**src/rtl/tsel_pkg.sv**
```systemverilog
package tsel_pkg;

    localparam int STATUS_W = 3;

    typedef enum logic [STATUS_W-1:0] {
        ST_RUN        = 3'd0,
        ST_IDLE       = 3'd1,
        ST_SQUASH     = 3'd2,
        ST_STALL      = 3'd3,
        ST_FILL_DONE  = 3'd4,
        ST_WAIT_FILL  = 3'd5,
        ST_WAIT_RETRY = 3'd6,
        ST_TRAP       = 3'd7
    } thread_state_e;

    // the three states from which a thread may take a fetch slot
    function automatic logic can_fetch(input logic [STATUS_W-1:0] code);
        return (code == ST_RUN) || (code == ST_IDLE) || (code == ST_FILL_DONE);
    endfunction

endpackage

```
**src/rtl/tsel_elig.sv**
```systemverilog
module tsel_elig
    import tsel_pkg::*;
#(
    parameter int NT = 4
) (
    input  logic [NT-1:0]          active_mask,
    input  logic [NT*STATUS_W-1:0] thread_status,
    output logic [NT-1:0]          elig
);

    for (genvar t = 0; t < NT; t++) begin : g_thr
        assign elig[t] = active_mask[t] && can_fetch(thread_status[t*STATUS_W +: STATUS_W]);
    end

endmodule

```
**src/rtl/tsel_first_active.sv**
```systemverilog
module tsel_first_active #(
    parameter int NT   = 4,
    parameter int TIDW = 2
) (
    input  logic [NT-1:0]   active_mask,
    output logic            found,
    output logic [TIDW-1:0] idx
);

    always_comb begin
        found = 1'b0;
        idx   = '0;
        for (int t = NT - 1; t >= 0; t--) begin
            if (active_mask[t]) begin
                found = 1'b1;
                idx   = TIDW'(t);
            end
        end
    end

endmodule

```
**src/rtl/tsel_rr_slot.sv**
```systemverilog
module tsel_rr_slot #(
    parameter int NT   = 4,
    parameter int TIDW = 2
) (
    input  logic [NT*TIDW-1:0] order_in,
    input  logic [NT-1:0]      elig,
    output logic               hit,
    output logic [TIDW-1:0]    tid,
    output logic [NT*TIDW-1:0] order_out
);

    logic [TIDW-1:0] entry [NT];
    int unsigned     pos;

    for (genvar i = 0; i < NT; i++) begin : g_ent
        assign entry[i] = order_in[i*TIDW +: TIDW];
    end

    // scan from head
    always_comb begin
        hit = 1'b0;
        pos = 0;
        for (int i = 0; i < NT; i++) begin
            if (!hit && elig[entry[i]]) begin
                hit = 1'b1;
                pos = i;
            end
        end
        tid = entry[pos];
    end

    // move winner to tail, close the gap
    always_comb begin
        order_out = order_in;
        if (hit) begin
            for (int i = 0; i < NT; i++) begin
                if (i == NT - 1) begin
                    order_out[i*TIDW +: TIDW] = entry[pos];
                end else if (i >= int'(pos)) begin
                    order_out[i*TIDW +: TIDW] = entry[i+1];
                end
            end
        end
    end

endmodule

```
**src/rtl/tsel_thread_pick.sv**
```systemverilog
module tsel_thread_pick
    import tsel_pkg::*;
#(
    parameter int NT   = 4,
    parameter int NS   = 2,
    localparam int TIDW = (NT > 1) ? $clog2(NT) : 1
) (
    input  logic                   clk,
    input  logic                   rst_n,
    input  logic                   rr_mode,
    input  logic                   drain_req,
    input  logic [NT-1:0]          active_mask,
    input  logic [NT*STATUS_W-1:0] thread_status,
    output logic [NS-1:0]          grant_valid,
    output logic [NS*TIDW-1:0]     grant_tid
);

    localparam int ORDER_W = NT * TIDW;

    function automatic logic [ORDER_W-1:0] ascending_order();
        logic [ORDER_W-1:0] o;
        o = '0;
        for (int i = 0; i < NT; i++) begin
            o[i*TIDW +: TIDW] = TIDW'(i);
        end
        return o;
    endfunction

    localparam logic [ORDER_W-1:0] RESET_ORDER = ascending_order();

    typedef struct packed {
        logic [ORDER_W-1:0] order;
    } sel_state_t;

    sel_state_t state_d, state_q;

    logic [NT-1:0]      elig;
    logic               first_found;
    logic [TIDW-1:0]    first_idx;
    logic [ORDER_W-1:0] order_chain [NS+1];
    logic [NS-1:0]      rr_hit;
    logic [NS-1:0]      rr_live;
    logic [NS*TIDW-1:0] rr_tid;

    tsel_elig #(.NT(NT)) u_elig (
        .active_mask  (active_mask),
        .thread_status(thread_status),
        .elig         (elig)
    );

    tsel_first_active #(.NT(NT), .TIDW(TIDW)) u_first (
        .active_mask(active_mask),
        .found      (first_found),
        .idx        (first_idx)
    );

    assign order_chain[0] = state_q.order;

    for (genvar s = 0; s < NS; s++) begin : g_slot
        tsel_rr_slot #(.NT(NT), .TIDW(TIDW)) u_slot (
            .order_in (order_chain[s]),
            .elig     (elig),
            .hit      (rr_hit[s]),
            .tid      (rr_tid[s*TIDW +: TIDW]),
            .order_out(order_chain[s+1])
        );
        if (s == 0) begin : g_head
            assign rr_live[s] = rr_hit[s];
        end else begin : g_tail
            assign rr_live[s] = rr_hit[s] && rr_live[s-1];
        end
    end

    // outputs
    always_comb begin
        grant_valid = '0;
        grant_tid   = '0;
        if (!drain_req) begin
            if (rr_mode) begin
                grant_valid = rr_live;
                grant_tid   = rr_tid;
            end else if (first_found && elig[first_idx]) begin
                grant_valid = '1;
                for (int s = 0; s < NS; s++) begin
                    grant_tid[s*TIDW +: TIDW] = first_idx;
                end
            end
        end
    end

    // next state
    always_comb begin
        state_d = state_q;
        if (rr_mode && !drain_req) begin
            state_d.order = order_chain[NS];
        end
    end

    always_ff @(posedge clk or negedge rst_n) begin
        if (!rst_n) begin
            state_q.order <= RESET_ORDER;
        end else begin
            state_q <= state_d;
        end
    end

endmodule

```
**config.mk**
```make
export PLATFORM = sky130hd
export DESIGN_NAME = tsel_thread_pick
export DESIGN_NICKNAME = d
export VERILOG_FILES = /design/src/rtl/tsel_pkg.sv /design/src/rtl/tsel_elig.sv /design/src/rtl/tsel_first_active.sv /design/src/rtl/tsel_rr_slot.sv /design/src/rtl/tsel_thread_pick.sv
export SDC_FILE = /design/constraint.sdc
export NUM_CORES = 1
export LEC_CHECK = 0
export CORE_MARGIN = 3
export CORE_UTILIZATION = 35
export DETAILED_ROUTE_END_ITERATION = 10
export SLEW_MARGIN = 5
export SYNTH_ARGS = -nofsm -noshare
export SYNTH_HDL_FRONTEND = slang
export SYNTH_SLANG_ARGS = --single-unit
```
**constraint.sdc**
```tcl
create_clock -name clk -period 3.25 [get_ports clk]
set_input_delay 0.325 -clock clk [delete_from_list [all_inputs] [get_ports clk]]
set_output_delay 0.325 -clock clk [all_outputs]
set_load 0.03 [all_outputs]
```
==> results of run 1 <==
-- where the power goes --
group | internal [mW] | total (mW) | switching, mW
Clock | 0.0860 | 0.136 | 0.0499
Sequential | 0.163 | 0.240 | 0.0762
Combinational | 1.01 | 1.91 | 0.898
-- path summary, 6_finish.rpt --
check	from	end	depth (start not counted)
min in group clk	state_q[1]$_DFFE_PN0P_	state_q[1]$_DFFE_PN0P_	1
max in group asynchronous	rst_n	state_q[6]$_DFFE_PN1P_	1
max	thread_status[8]	grant_tid[3]	12
min reg2reg	state_q[1]$_DFFE_PN0P_	state_q[1]$_DFFE_PN0P_	1
min	rst_n	state_q[0]$_DFFE_PN0P_	1
max reg2reg	state_q[1]$_DFFE_PN0P_	state_q[3]$_DFFE_PN0P_	12
-- what timing repair did --
action                                 CTS  global route
gates resized for setup                 56             6
pin swaps                               16             5
endpoints found under the hold margin    0             0
setup endpoints to repair                4             2
buffers inserted                        12             4
-- logic make-up (layout without fill, tap and decap cells) --
logic type	Yosys count	count (layout)	synth area share, %
buffers and inverters	17	112	5.55
muxes	18	18	17.8
and+or+nand+nor	82	82	29.4
DFF	8	8	13.8
AOI/OAI and AO/OA	71	71	33.5
-- metrics by stage --
stage                     total power [mW]  area, sq um  worst slack [ps]  instances  utilization (%)
after global routing                  2.44         2460              -136        341             60.7
final                                 2.28         2460             -6.97        341             60.7
after floorplan                       1.15         1490              90.4        196                -
after CTS                             2.17         2410              18.4        337             59.4
after detailed placement              1.81         2200              -575        321             54.1
after global placement                1.80         2200              -563        321             54.1
-- worst max-delay path: cells and delay by family --
kind            cells  cell delay, ps
simple gates        4             970
buf+inv             3             410
mux                 2             900
compound gates      3             340
-- per-layer routing --
metal | global-route usage [%] | routed length, microns | vias up
li1 | - | - | 940
met5 | 0 | 0 | -
met2 | 38.8 | 2780 | 62
met1 | 30.5 | 2540 | 905
met4 | 6.26 | 93 | 0
met3 | 3.98 | 348 | 11
-- final cells by class --
| type | instances | area share, % |
|---|---|---|
| Multi-Input combinational cell | 171 | 53.1 |
| Timing Repair Buffer | 104 | 33.6 |
| Sequential cell | 8 | 8.34 |
| Tap cell | 50 | 2.54 |
| Clock buffer | 4 | 1.83 |
| Inverter | 4 | 0.610 |
-- cells in the final DEF (no fill, tap or decap), types with 4 or more instances in the layout --
master,synthesis,routed
dfrtp_1,4,4
nor2_1,22,22
dfstp_2,4,4
a21oi_1,19,16
nand2_1,21,20
o211ai_1,6,6
buf_4,0,79
o21ai_1,2,4
mux2i_1,7,6
nand3_1,6,6
o21ai_0,15,13
mux4_2,6,6
buf_6,1,5
dlygate4sd2_1,0,15
==> run_results.csv, run 1 <==
group,metric,value,unit
cts,htree_levels,1,
status,violations,"setup timing",
detailed_routing,wl,5760,microns
worst_setup_path,worst_path_largest_cell_delay,540,ps
cts,cts_made_buffers,3,
synth,ys_seq_area_share,13.8,%
synth,synth_warnings,0,
cts,cts_tree,"built",
synth,yosys-top-cells-count,"nor2_1 (22), nand2_1 (21), a21oi_1 (19)",
floorplanning,fp.dieArea,5070,sq um
floorplanning,start_util,36.6,%
synth,synth_cell_type_count,56,
timing,slew_viol_final,0,
worst_setup_path,crit_path_frequent_cell,"buf_6",
cts,cts_max_path_buffers,2,
cells_and_area,multiInputGateArea,1310,sq um
floorplanning,floorplan.die.width,71.2,microns
cells_and_area,reg_top3,"state_q (8)",
timing,holdWs,376,ps
cells_and_area,top_register,"state_q",
worst_setup_path,worstPathCellList,"buf_6, and2_4, or3_4, mux4_2, nand4_1, mux2_4, o211ai_4, buf_6, and3b_1, o211ai_1, a21oi_1, buf_4",
timing,layout_setup_ws,-6.97,ps
worst_setup_path,r2r_slack,450,ps
synth,async_reset_ff_share,100,%
floorplanning,core-area,4060,sq um
synth,ys.flop_type,"dfstp_2",
timing,fin_worst_skew,0.927,ps
cts,path_clk_slew,50,ps
cts,cts_root_buf,"clkbuf_8",
synth,synth.area.top_cells,"mux4_2 (9.1%), dfstp_2 (7.1%), dfrtp_1 (6.7%)",
worst_setup_path,worstSetupPathType,"input port to primary output",
cells_and_area,fillCellCount,369,
power,ir_drop,494,uV
timing,setup_violations,2,
worst_setup_path,critPathSlowestCell,"mux4_2",
synth,synth_nets,216,
timing,fin_setup_tns,-9.74,ps
timing,slew_headroom,73.8,%
detailed_routing,drt_iter0_markers,154,
synth,synth_edf_count,0,
cells_and_area,area_delta_synth_final,65.6,%
timing,final_hold_viol_count,0,
grt,grt_pass1_vias,1932,
floorplanning,rows,23,
worst_setup_path,crit_required,2920,ps
worst_setup_path,cp-end-kind,"primary output",
synth,synth_top_area_share,9.09,%
synth,avgSynthCellArea,7.58,sq um
detailed_routing,drc,0,
grt,overflow,0,
synth,netlist_area,1490,sq um
detailed_routing,dr_total_vias,1918,
cells_and_area,fin_nets,312,
worst_setup_path,cp_max_fo,5,
worst_setup_path,arrival,2930,ps
cts,hold_buffers,0,
timing,rsz0062_at_grt,"true",
cells_and_area,largest_register_ff_count,8,
hold_path,hold_class,"input port to async pin",
synth,yosysMostFrequentCell,"nor2_1",
placed_design,dp_hpwl,4240,microns
timing,fin_crit,3260,ps
power,cellPowerDensity,927,nW/um^2
grt,grt_pass1_wl,9380,microns
synth,synth_largest_area_cell,"mux4_2",
detailed_routing,drt_pre_antenna_iters,4,
floorplanning,ios,26,
grt,grt_max_degree,14,
synth,synthCells,196,
cells_and_area,drive_above_1_share,46.0,%
synth,ys_seq_elements,8,
grt,antenna_found_initial,0,
cts,worstSkewPairLatency,240,ps
timing,worst_slew_pin_slew,392,ps
worst_setup_path,start_kind,"input port",
detailed_routing,ant_nets,0,
timing,post-route-period-util,100,%
grt,track_usage,23.1,%
cts,cts.sinks,8,
floorplanning,die-height,71.2,microns
flow_run,max_cap_violations,0,
timing,max_freq,307,MHz
placed_design,io_buffers,25,
detailed_routing,avgRoutedWirePerCell,16.9,microns
cells_and_area,final-seq-area,205,sq um
placed_design,finalWeightedCongestion,0.929,
detailed_routing,via_per_inst,5.62,
status,status,"finished with violations",
cells_and_area,antennaDiodeCount,0,
power,leakage,1.10,nW
Note: power is estimated with default switching activity, not from simulation.
==> inputs of run 2 (changes only) <==
- CAP_MARGIN: not set -> 20
==> results of run 2 <==
Final layout, timing and power as in run 1 (identical DEF).
==> inputs of run 3 (changes only) <==
- GPL_ROUTABILITY_DRIVEN: not set -> 0
- SLEW_MARGIN: 5 -> 30
==> run 3 against run 2 <==
  * Largest cell class unchanged
  * Combinational power shrank 2%
  * The flow now finishes without violations
  * Non-clock buffer count grew 1
  * Highest routed layer unchanged
  * Critical endpoint unchanged
  * First-iteration DRC count shrank 40%
==> run_results.csv, run 3 (synthesis gave the netlist of run 1 again) <==
group,metric,value,unit
floorplanning,die-height,71.2,microns
timing,final_hold_viol_count,0,
power,p_int,1.24,mW
cts,cts.sinks,8,
grt,overflow,0,
worst_setup_path,r2r_cells,11,
worst_setup_path,r2r_slack,500,ps
timing,post-route-period-util,99.6,%
timing,max_freq,309,MHz
timing,fin_crit,3240,ps
worst_setup_path,r2r_end,"state_q[3]$_DFFE_PN0P_",
placed_design,pre_cts_slack,-579,ps
power,sequentialPowerShare,11.0,%
timing,slew_viol_final,0,
timing,slew_headroom,72.0,%
detailed_routing,drt_iter0_markers,93,
status,status,"finished, final reports clean",
cells_and_area,final-seq-area,205,sq um
floorplanning,floorplan.die.width,71.2,microns
power,clkPwrFrac,5.7,%
detailed_routing,drt_pre_antenna_iters,4,
cells_and_area,antennaDiodeCount,0,
floorplanning,rows,23,
cells_and_area,drive_above_1_share,47.9,%
worst_setup_path,crit_required,2920,ps
cts,htree_levels,1,
cells_and_area,fillCellCount,348,
cts,path_clk_slew,50,ps
cells_and_area,fin_nets,313,
cells_and_area,reg_top3,"state_q (8)",
worst_setup_path,worstSetupPathType,"input port to primary output",
hold_path,hold_class,"input port to async pin",
power,comb_power_share,83.3,%
cts,cts_max_path_buffers,2,
timing,fin_worst_skew,5.24,ps
cells_and_area,top_register,"state_q",
cells_and_area,area_delta_synth_final,66.3,%
power,cellPowerDensity,908,nW/um^2
worst_setup_path,crit_start,"thread_status[8]",
grt,antenna_found_initial,0,
power,leakage,1.10,nW
detailed_routing,wl,5520,microns
grt,grt_busiest_layer,"met2",
cells_and_area,utilization,60.9,%
grt,grt_use_met1,29.3,%
floorplanning,start_util,36.6,%
grt,grt_pass1_wl,9200,microns
placed_design,dp_hpwl,4150,microns
grt,grt_max_degree,18,
detailed_routing,via_per_inst,5.61,
timing,layout_setup_ws,12.1,ps
floorplanning,core-area,4060,sq um
placed_design,io_buffers,25,
cts,worstSkewPairLatency,230,ps
cells_and_area,multiInputGateArea,1320,sq um
cts,cts_tree,"built",
floorplanning,ios,26,
worst_setup_path,arrival,2910,ps
grt,gr-usage-met2,38.9,%
worst_setup_path,r2r-start,"state_q[1]$_DFFE_PN0P_",
worst_setup_path,cp_max_fo,6,
flow_run,max_cap_violations,0,
cts,cts_root_buf,"clkbuf_8",
worst_setup_path,start_kind,"input port",
timing,rsz0062_at_grt,"true",
detailed_routing,ant_nets,0,
grt,track_usage,22.3,%
worst_setup_path,cp-end-kind,"primary output",
cts,cts_made_buffers,3,
detailed_routing,avgRoutedWirePerCell,16.1,microns
cells_and_area,final_common_cell,"buf_4",
power,ir_drop,470,uV
timing,worst_slew_pin_slew,419,ps
cts,hold_buffers,0,
power,power_switching,1.00,mW
cells_and_area,largest_register_ff_count,8,
timing,setup_violations,0,
power,sw_frac_of_total,44.5,%
power,power.total,2.24,mW
grt,grt_pass1_vias,1953,
cells_and_area,layout_common_cells,"buf_4 (77), nor2_1 (22), nand2_1 (19)",
floorplanning,fp.dieArea,5070,sq um
detailed_routing,dr_total_vias,1918,
grt,met3_usage,3.98,%
detailed_routing,drc,0,
## run 3: layer usage
| metal | part of all wire, % | wire length [microns] |
|---|---|---|
| met3 | 6.1 | 339 |
| met1 | 43 | 2390 |
| met5 | 0 | 0 |
| met4 | 0.89 | 49 |
| met2 | 50 | 2740 |
## run 3: area by class of cell
cell class	instances	area share, %
Clock buffer	4	1.82
Timing Repair Buffer	105	33.4
Inverter	4	0.607
Tap cell	50	2.53
Multi-Input combinational cell	171	53.4
Sequential cell	8	8.30
## run 3: timing repair
item	in CTS	in global routing
buffers inserted	10	5
gates cloned	0	0
pin swaps	20	12
gates resized for setup	59	20
setup endpoints to repair	4	3
## run 3: critical path: stages
cell	delay, ps
buf_6	90
and2_4	140
or3_4	350
mux4_2	570
nand4_1	230
mux2i_2	340
o211ai_4	120
buf_6	140
and3b_1	170
o211ai_1	180
a21oi_1	80
buf_4	170
## run 3: power groups by stage
stage / Combinational, mW / Clock (mW) / Sequential, mW
2_1_floorplan: 0.955 / 0 / 0.191
3_3_place_gp: 1.56 / 0 / 0.243
3_5_place_dp: 1.56 / 0 / 0.245
4_1_cts: 1.78 / 0.133 / 0.246
5_1_grt: 2.00 / 0.138 / 0.257
6_report: 1.87 / 0.128 / 0.247
## run 3: per-stage QoR
step	instances	hold WS (ps)	TNS [ps]	cell area, sq um
finish	342	383	0	2470
floorplan	196	29.4	0	1490
CTS	337	394	0	2420
detailed placement	323	612	-1910	2210
global placement	323	610	-1820	2210
global route	342	416	-139	2470
## run 3: worst max-delay path by stage
stage                         endpoint  slack [ps]  cells after the start
after floorplan           grant_tid[3]          90                     10
after global placement    grant_tid[2]        -560                     11
after detailed placement  grant_tid[2]        -580                     11
after CTS                 grant_tid[3]           3                     12
after global routing      grant_tid[3]        -100                     12
final                     grant_tid[3]          10                     12
